[src/rtl/rmul_pkg.sv]
`timescale 1ns/1ps
package rmul_pkg;

  // 2-bit coefficient group code, read as "how many of the set's base multiples"
  typedef enum logic [1:0] {
    GS_NONE    = 2'd0,
    GS_ONCE    = 2'd1,
    GS_TWICE   = 2'd2,
    GS_THRICE  = 2'd3
  } grp_sel_e;

  // Weight a group code carries inside its nibble: low groups count 1, high groups 4
  function automatic logic [3:0] grp_weight(input logic [1:0] code, input logic high);
    return high ? {code, 2'b00} : {2'b00, code};
  endfunction

  // Nibble value rebuilt from the two group codes that feed one select unit
  function automatic logic [3:0] nibble_of(input logic [1:0] lo, input logic [1:0] hi);
    return grp_weight(lo, 1'b0) + grp_weight(hi, 1'b1);
  endfunction

endpackage

[src/rtl/rmul_precompute.sv]
`timescale 1ns/1ps
module rmul_precompute #(
  parameter int DATA_W = 16,
  localparam int MW = DATA_W + 4
) (
  input  logic [DATA_W-1:0] x,
  output logic [MW-1:0]     m1,
  output logic [MW-1:0]     m2,
  output logic [MW-1:0]     m3,
  output logic [MW-1:0]     m4,
  output logic [MW-1:0]     m8,
  output logic [MW-1:0]     m12
);
  // four multiples are pure wiring shifts, two need an adder each
  assign m1  = MW'(x);
  assign m2  = m1 << 1;
  assign m4  = m1 << 2;
  assign m8  = m1 << 3;
  assign m3  = m1 + m2;
  assign m12 = m4 + m8;
endmodule

[src/rtl/rmul_group_mux.sv]
`timescale 1ns/1ps
module rmul_group_mux #(
  parameter int W = 20
) (
  input  logic [1:0]   sel,
  input  logic [W-1:0] opt_a,
  input  logic [W-1:0] opt_b,
  input  logic [W-1:0] opt_c,
  output logic [W-1:0] pick
);
  import rmul_pkg::*;

  grp_sel_e code;
  assign code = grp_sel_e'(sel);

  always_comb begin
    case (code)
      GS_ONCE:   pick = opt_a;
      GS_TWICE:  pick = opt_b;
      GS_THRICE: pick = opt_c;
      default:   pick = '0;
    endcase
  end
endmodule

[src/rtl/rmul_select_unit.sv]
`timescale 1ns/1ps
module rmul_select_unit #(
  parameter int MW = 20
) (
  input  logic [1:0]    grp_lo,
  input  logic [1:0]    grp_hi,
  input  logic [MW-1:0] m1,
  input  logic [MW-1:0] m2,
  input  logic [MW-1:0] m3,
  input  logic [MW-1:0] m4,
  input  logic [MW-1:0] m8,
  input  logic [MW-1:0] m12,
  output logic [MW-1:0] nib_sum
);
  logic [MW-1:0] pick_lo;
  logic [MW-1:0] pick_hi;

  rmul_group_mux #(.W(MW)) lo_mux_i (
    .sel(grp_lo), .opt_a(m1), .opt_b(m2), .opt_c(m3), .pick(pick_lo)
  );

  rmul_group_mux #(.W(MW)) hi_mux_i (
    .sel(grp_hi), .opt_a(m4), .opt_b(m8), .opt_c(m12), .pick(pick_hi)
  );

  // at most 3x + 12x = 15x, which fits in DATA_W+4 bits
  assign nib_sum = pick_lo + pick_hi;
endmodule

[src/rtl/r4_share_mult.sv]
`timescale 1ns/1ps
module r4_share_mult #(
  parameter int DATA_W = 16,
  parameter int COEF_W = 16,
  parameter int IN_REG = 1
) (
  input  logic                       clk,
  input  logic                       rst_n,
  input  logic [DATA_W-1:0]          x_in,
  input  logic [COEF_W-1:0]          coef_in,
  output logic [DATA_W+COEF_W-1:0]   prod_out
);
  localparam int PROD_W    = DATA_W + COEF_W;
  localparam int MW        = DATA_W + 4;
  localparam int NUM_UNITS = COEF_W / 4;

  if ((COEF_W % 4) != 0 || COEF_W < 4 || DATA_W < 1) begin : g_bad_cfg
    $error("r4_share_mult: COEF_W must be a nonzero multiple of 4 and DATA_W at least 1");
  end

  // operands as seen by the datapath (after the optional input stage)
  logic [DATA_W-1:0] op_x;
  logic [COEF_W-1:0] op_c;

  if (IN_REG != 0) begin : g_in_reg
    always_ff @(posedge clk or negedge rst_n) begin
      if (!rst_n) begin
        op_x <= '0;
        op_c <= '0;
      end else begin
        op_x <= x_in;
        op_c <= coef_in;
      end
    end
  end else begin : g_in_pass
    assign op_x = x_in;
    assign op_c = coef_in;
  end

  // shared multiples
  logic [MW-1:0] m1, m2, m3, m4, m8, m12;

  rmul_precompute #(.DATA_W(DATA_W)) pre_i (
    .x(op_x), .m1(m1), .m2(m2), .m3(m3), .m4(m4), .m8(m8), .m12(m12)
  );

  // one select unit per coefficient nibble, then a shift-add chain
  logic [NUM_UNITS-1:0][MW-1:0] unit_sum;
  logic [PROD_W-1:0]            acc [NUM_UNITS+1];
  logic [PROD_W-1:0]            prod_next;

  assign acc[0] = '0;

  for (genvar u = 0; u < NUM_UNITS; u++) begin : g_unit
    rmul_select_unit #(.MW(MW)) su_i (
      .grp_lo (op_c[4*u+1 -: 2]),
      .grp_hi (op_c[4*u+3 -: 2]),
      .m1     (m1),
      .m2     (m2),
      .m3     (m3),
      .m4     (m4),
      .m8     (m8),
      .m12    (m12),
      .nib_sum(unit_sum[u])
    );
    assign acc[u+1] = acc[u] + (PROD_W'(unit_sum[u]) << (4 * u));
  end

  assign prod_next = acc[NUM_UNITS];

  always_ff @(posedge clk or negedge rst_n) begin
    if (!rst_n) prod_out <= '0;
    else        prod_out <= prod_next;
  end
endmodule

[config.mk]
export PLATFORM = sky130hd
export DESIGN_NAME = r4_share_mult
export DESIGN_NICKNAME = d
export VERILOG_FILES = /design/src/rtl/rmul_pkg.sv /design/src/rtl/rmul_precompute.sv /design/src/rtl/rmul_group_mux.sv /design/src/rtl/rmul_select_unit.sv /design/src/rtl/r4_share_mult.sv
export SDC_FILE = /design/constraint.sdc
export NUM_CORES = 1
export LEC_CHECK = 0
export ABC_CLOCK_PERIOD_IN_PS = 7800
export BUFFER_PORTS_ARGS = -buffer_cell sky130_fd_sc_hd__clkbuf_2
export CAP_MARGIN = 40
export CORE_UTILIZATION = 55
export CTS_CLUSTER_DIAMETER = 100
export DETAILED_ROUTE_END_ITERATION = 10
export GPL_ROUTABILITY_DRIVEN = 0
export PLACE_DENSITY_LB_ADDON = 0.08
export SYNTH_ARGS = -nofsm -noshare
export SYNTH_HDL_FRONTEND = slang
export SYNTH_SLANG_ARGS = --single-unit
[constraint.sdc]
create_clock -name clk -period 7.8 [get_ports clk]
set_input_delay 1.56 -clock clk [delete_from_list [all_inputs] [get_ports clk]]
set_output_delay 1.56 -clock clk [all_outputs]
set_load 0.02 [all_outputs]
==> metrics.md, run 1 <==
| Metric | Value |
|---|---|
| Slew margin rel. | 37.15% |
| Number of synthesized flops with an enable pin | 0 |
| Height of the die | 137.2 µm |
| Critical Path End Type | flop |
| Worst EP required | a little over 8 ns |
| Final std cells w/o fill | roughly 1600 |
| Total power | ~5.1 mW |
| Initial antenna violation count | 0 |
| Netlist cell types | 63 |
| Area occupied by multi-input gates | around 8300 µm² |
| Crit path top cell by count | buf_4 |
| Main area contributors after synthesis | dfrtp_1, ha_1, a22o_1 |
| Post-route antenna net violation count | 0 |
| Vias | a little under 10000 |
| Slowest CP cell | fa_1 |
| Post-synth top area share | around 16% |
| Port bufs | 65 |
| Routed wire per std cell | 18.17 µm |
| Leakage | between 5 and 6 nW |
| Worst Path Buf+Inv | 5 |
| Final Critical Period | roughly 7.5 ns |
| Total nets after synthesis | 1403 |
| Crit Path Max Fanout | 3 |
| TritonRoute pass-1 iters | 5 |
| CTS buffer count | 9 |
| Share of layout cells above drive strength 1 | a little over a quarter |
| Synth-to-Final Area Change | 21.54% |
| DRC Markers | 0 |
| CTS sink count | 64 |
| Fraction of registers with async set or reset after synthesis | 100.0% |
| Filler cell count | between 1500 and 2000 |
| Std cell rows | 49 |
| Fmax | around 130 MHz |
| Vias in the first global route | 8858 |
| Worst path max stage delay | ~0.56 ns |
| First-pass GRT wire length | 45800 µm |
| TNS Setup | 0 ns |
| Final period util | a little over nine tenths |
| Clk root buf | clkbuf_16 |
| Register Area | between 1500 and 2000 µm² |
| CP delay by family, top | compound AO/OA/AOI/OAI gates |
| # H-tree levels | 3 |
| Antenna Diode Count | 0 |
| Die Wd | around 140 µm |
| Crit start category | flop |
| Post-synthesis sequential area ratio | between 10% and 20% |
| DP HPWL | ~22000 µm |
| Post-synth top area cell | dfrtp_1 |
| PD cells | 414.6 nW/µm² |
| Skew final | roughly 0.0065 ns |
| Setup CP Type | reg -> reg |
| Die area | roughly 19000 µm² |
| CTS Buffer Depth | 2 |
| Total routed wirelength | about 29000 µm |
| Routed vias/inst | 6.093 |
| Top-count cell post-synth | ha_1 |
| Worst hold margin | 0.7311 ns |
| Worst vdd ir | around 0.58 mV |
| Final net count | roughly 1600 |
| Post-synth top cells | ha_1, a21oi_1, a22o_1, nand2_1, nor2_1 |
| TritonCTS clock tree | built |
| Final setup fails | 0 |
| Post-Synthesis Cells | 1226 |
| Initial DRC Count | 789 |
| Worst-Skew Late Latency | approximately 0.35 ns |
| Max Cap Viol | 0 |
| Flops & latches, synth | 64 |
| Starting Density | 56.12% |
| Grt ovf | 0 |
| Final Hold Vio Count | 0 |
| Slew Limit Fails | 0 |
| Top FF cell, synth | dfrtp_1 |
| Core Util, Final | 68.21% |
| YS warnings | 0 |
| Avg Cell Area, Syn | 8.195 µm² |
| Placed Cells | about 1600 |
| Core region area | 17900 µm² |
| GRT Overall Usage | between 30% and 40% |
| Mapped cell area | 10050 µm² |
| Worst min path class | reg -> reg |
| Worst EP arrival | ~8 ns |
| Slew @ Worst Pin | ~0.94 ns |
| Largest net degree at the start of global routing | 65 |
| Status | complete, no violations |
| Clk slew on worst S/H paths | around 0.060 ns |
| # IOs | 66 |
[cell families (layout without fill, tap and decap cells)]
logic type      count (synthesis)  count (layout)  synth area share [%]
compound gates                417             417                 29.15
xor+xnor                      102             102                 8.892
simple gates                  300             300                 13.91
fa+ha+maj                     143             143                 19.30
mux                            71              71                 7.958
buf+inv                       129             293                 4.844
flops                          64              64                 15.94
[power by group]
group / total (mW) / leakage, nW / internal, mW / switching (mW)
logic: 4.12 / 4.99 / 1.99 / 2.12
clock network: 0.442 / 0.150 / 0.280 / 0.162
registers: 0.505 / 0.751 / 0.463 / 0.0419
[through the flow]
stage / setup slack, ns / area (µm²)
after CTS: 0.01777 / 11860
final: 0.2998 / 12210
after global routing: -0.1015 / 12210
after global placement: -0.009111 / 11480
after floorplan: 0.01079 / 10050
after detailed placement: -0.2140 / 11500
[final timing paths]
check / from / to / slack [ns] / depth (start not counted)
setup / recovery: op_x[1] / prod_out[31] / 0.30 / 39
hold / removal: op_c[4] / prod_out[4] / 0.73 / 2
setup reg to reg: op_x[1] / prod_out[31] / 0.30 / 39
hold reg to reg: op_c[4] / prod_out[4] / 0.73 / 2
max in group asynchronous: rst_n / op_x[15] / 5.87 / 2
min in group asynchronous: rst_n / prod_out[7] / 1.39 / 2
[worst reg2reg max path, delay by kind of cell, from the launching register on]
family	cells	cell delay, ns
compound gates	15	2.62
xor+xnor	4	0.78
flops	1	0.35
mux	1	0.28
simple gates	8	0.92
fa+ha+maj	6	1.90
buf+inv	5	0.58
[repair_timing]
action,CTS,global route
buffers inserted,0,4
endpoints found under the setup margin,6,10
gates cloned,0,0
hold buffers,0,0
pin swaps,8,45
resized for setup,10,69
[area by class of cell]
cell class / instances / share of cell area [%]
Clock inverter: 5 / 0.6660
Multi-Input combinational cell: 1033 / 68.15
Clock buffer: 11 / 1.906
Timing Repair Buffer: 216 / 11.95
Inverter: 61 / 1.875
Sequential cell: 64 / 13.11
Tap cell: 229 / 2.346
[layout by cell type (no fill, tap or decap), types with 64 or more instances in the layout]
cell type	instances
dfrtp_1	64
buf_4	151
ha_1	111
a22o_1	94
a21oi_1	97
nand2_1	91
mux2_2	71
nor2_1	86
xnor2_1	66
clkbuf_2	64
[routing by layer]
metal	vias up	GRT usage, %	routed length, µm
met1	4610	44.36	13240
li1	4815	-	-
met2	372	48.12	12690
met4	0	13.25	1141
met3	68	4.778	2339
met5	-	0	0
[flip-flops by register name, summed over array words and instances (netlist names)]
signal	flops
op_x	16
op_c	16
prod_out	32
Note: power is estimated with default switching activity, not from simulation.
==> run 2: changes to the inputs <==
RECOVER_POWER = 50   (was default)
==> run 2 against run 1 <==
Compared with the run above: the run now ends with capacitance limit, slew limit left; combinational power barely moved; sequential share of layout area barely moved; register-to-register slack about the same; utilization hardly changed; final area is essentially flat; clock power about the same; maximum frequency increased by 0.11%; critical path type unchanged; largest cell class unchanged.
==> metrics.md, run 2 (same netlist as run 1, synthesis figures left out) <==
| Metric | Value |
|---|---|
| Commonest non-fill, non-tap cell in the layout | buf_4 (unchanged) |
| Worst hold margin | 0.7271 ns (was 0.7311 ns) |
| TritonCTS clock tree | built (unchanged) |
| Vias | 9854 (was 9865) |
| Crit path top cell by count | buf_4 (unchanged) |
| Top flop regs | prod_out: 32 flops, op_c: 16 flops, op_x: 16 flops (unchanged) |
| CTS sink count | 64 (unchanged) |
| Slowest CP cell | fa_1 (unchanged) |
| CTS Buffer Depth | 2 (unchanged) |
| Pre-CTS setup slack | -0.2140 ns (unchanged) |
| Final period util | 96.05% (was 96.16%) |
| First-pass GRT wire length | 45800 µm (unchanged) |
| Critical Path End Type | flop (unchanged) |
| Worst min path class | reg -> reg (unchanged) |
| Share of layout cells above drive strength 1 | 26.76% (was 26.91%) |
| Setup CP Type | reg -> reg (unchanged) |
| Status | finished, violations left (was complete, no violations) |
| Vias in the first global route | 8858 (unchanged) |
| Core region area | 17900 µm² (unchanged) |
| Worst path max stage delay | 0.56 ns (about the same) |
| Final setup margin | 0.3081 ns (was 0.2998 ns) |
| GRT Overall Usage | 31.68% (unchanged) |
| Post-route antenna net violation count | 0 (unchanged) |
| # IOs | 66 (unchanged) |
| Placed Cells | 1599 (unchanged) |
| Largest net degree at the start of global routing | 65 (unchanged) |
| Slew @ Worst Pin | 3.469 ns (was 0.9428 ns) |
| Worst EP required | 8.08 ns (was 8.07 ns) |
| Biggest register | prod_out (unchanged) |
| CTS buffer count | 9 (unchanged) |
| Slew margin rel. | -131.2% (was 37.15%) |
| Routed wire per std cell | 18.20 µm (was 18.17 µm) |
| Max Cap Viol | 1 (was 0) |
| Die Wd | 137.2 µm (unchanged) |
| Max reg flops | 32 (unchanged) |
| Die area | 18810 µm² (unchanged) |
| Height of the die | 137.2 µm (unchanged) |
| Final setup fails | 0 (unchanged) |
| Antenna Diode Count | 0 (unchanged) |
| Final Hold Vio Count | 0 (unchanged) |
| DP HPWL | 22030 µm (unchanged) |
| Most frequent cells in the layout | buf_4, ha_1, a21oi_1 (unchanged) |
| Initial DRC Count | 789 (unchanged) |
| Std cell rows | 49 (unchanged) |
| Crit start category | flop (unchanged) |
| Total power | 5.065 mW (was 5.063 mW) |
| TritonRoute pass-1 iters | 6 (was 5) |
| Synth-to-Final Area Change | 21.47% (was 21.54%) |
| DRC Markers | 0 (unchanged) |
| Initial antenna violation count | 0 (unchanged) |
| Final Critical Period | 7.492 ns (was 7.500 ns) |
| Final net count | 1562 (unchanged) |
| Failing checks | capacitance limit, slew limit |
| Grt ovf | 0 (unchanged) |
| Clk slew on worst S/H paths | 0.06 ns (about the same) |
| Routed vias/inst | 6.086 (was 6.093) |
| Port bufs | 65 (unchanged) |
| Final std cells w/o fill | 1619 (unchanged) |
| Crit Path Max Fanout | 3 (unchanged) |
| Leakage | 5.880 nW (was 5.888 nW) |
| # H-tree levels | 3 (unchanged) |
| Worst-Skew Late Latency | 0.35 ns (about the same) |
| Fmax | 133.5 MHz (was 133.3 MHz) |
| Clk root buf | clkbuf_16 (unchanged) |
| Starting Density | 56.12% (unchanged) |
| PD cells | 415.0 nW/µm² (was 414.6 nW/µm²) |
| Skew final | 0.007376 ns (was 0.006515 ns) |
| Worst vdd ir | 0.5825 mV (was 0.5823 mV) |
| Slew Limit Fails | 65 (was 0) |
| Total routed wirelength | 29470 µm (was 29420 µm) |
| Hold Buf Count CTS | 0 (unchanged) |
| Worst EP arrival | 7.77 ns (about the same) |
[run 2: cell count changes in the layout (fill, tap and decap cells not counted), sizes merged]
cell    before  now
clkbuf      75   77
buf        152  150
[run 2: cell type report]
| class | count | area (µm²) |
|---|---|---|
| Clock buffer | 11 | 232.7 |
| Sequential cell | 64 | 1602 |
| Timing Repair Buffer | 216 | 1451 |
| Inverter | 61 | 229.0 |
| Fill cell | 1529 | 5698 |
| Tap cell | 229 | 286.5 |
| Clock inverter | 5 | 81.33 |
| Multi-Input combinational cell | 1033 | 8322 |
[run 2: worst max-delay path, delay by kind of cell (launching register included)]
family / cells / cell delay, ns
XOR/XNOR: 4 / 0.77
AND/OR/NAND/NOR: 8 / 0.91
buffers and inverters: 5 / 0.58
adder cells (fa/ha/maj): 6 / 1.90
flip-flops: 1 / 0.35
multiplexers: 1 / 0.28
AO/OA/AOI/OAI: 15 / 2.61
[run 2: worst paths after layout]
check	start	to	slack [ns]	cells after the start
max	op_x[1]	prod_out[31]	0.31	39
min	op_c[4]	prod_out[4]	0.73	2
max reg2reg	op_x[1]	prod_out[31]	0.31	39
min reg2reg	op_c[4]	prod_out[4]	0.73	2
max in group asynchronous	rst_n	op_x[15]	3.36	2
min in group asynchronous	rst_n	prod_out[6]	2.49	2
[run 2: stage by stage]
step | TNS (ns) | cell area, µm² | utilization [%]
after floorplan | 0 | 10050 | -
after global placement | -0.009111 | 11480 | 64.14
after detailed placement | -0.7466 | 11500 | 64.26
after CTS | 0 | 11860 | 66.23
after global routing | -0.2540 | 12200 | 68.17
final | 0 | 12200 | 68.17
[run 2: power by group]
group / internal [mW] / switching, mW
registers: 0.463 / 0.0418
logic: 1.99 / 2.12
clock network: 0.280 / 0.162
total: 2.74 / 2.33
[run 2: layer usage]
layer | vias to the layer above | wire [µm] | global-route usage [%]
met1 | 4635 | 13450 | 44.36
met5 | - | 0 | 0
li1 | 4815 | - | -
met2 | 344 | 12880 | 48.12
met3 | 60 | 2128 | 4.778
met4 | 0 | 1002 | 13.25
[run 2: repair_timing]
action,in CTS,in global routing
gates resized for setup,10,69
endpoints found under the hold margin,0,0
setup endpoints to repair,6,10
setup buffers,0,4
pin swaps,8,45
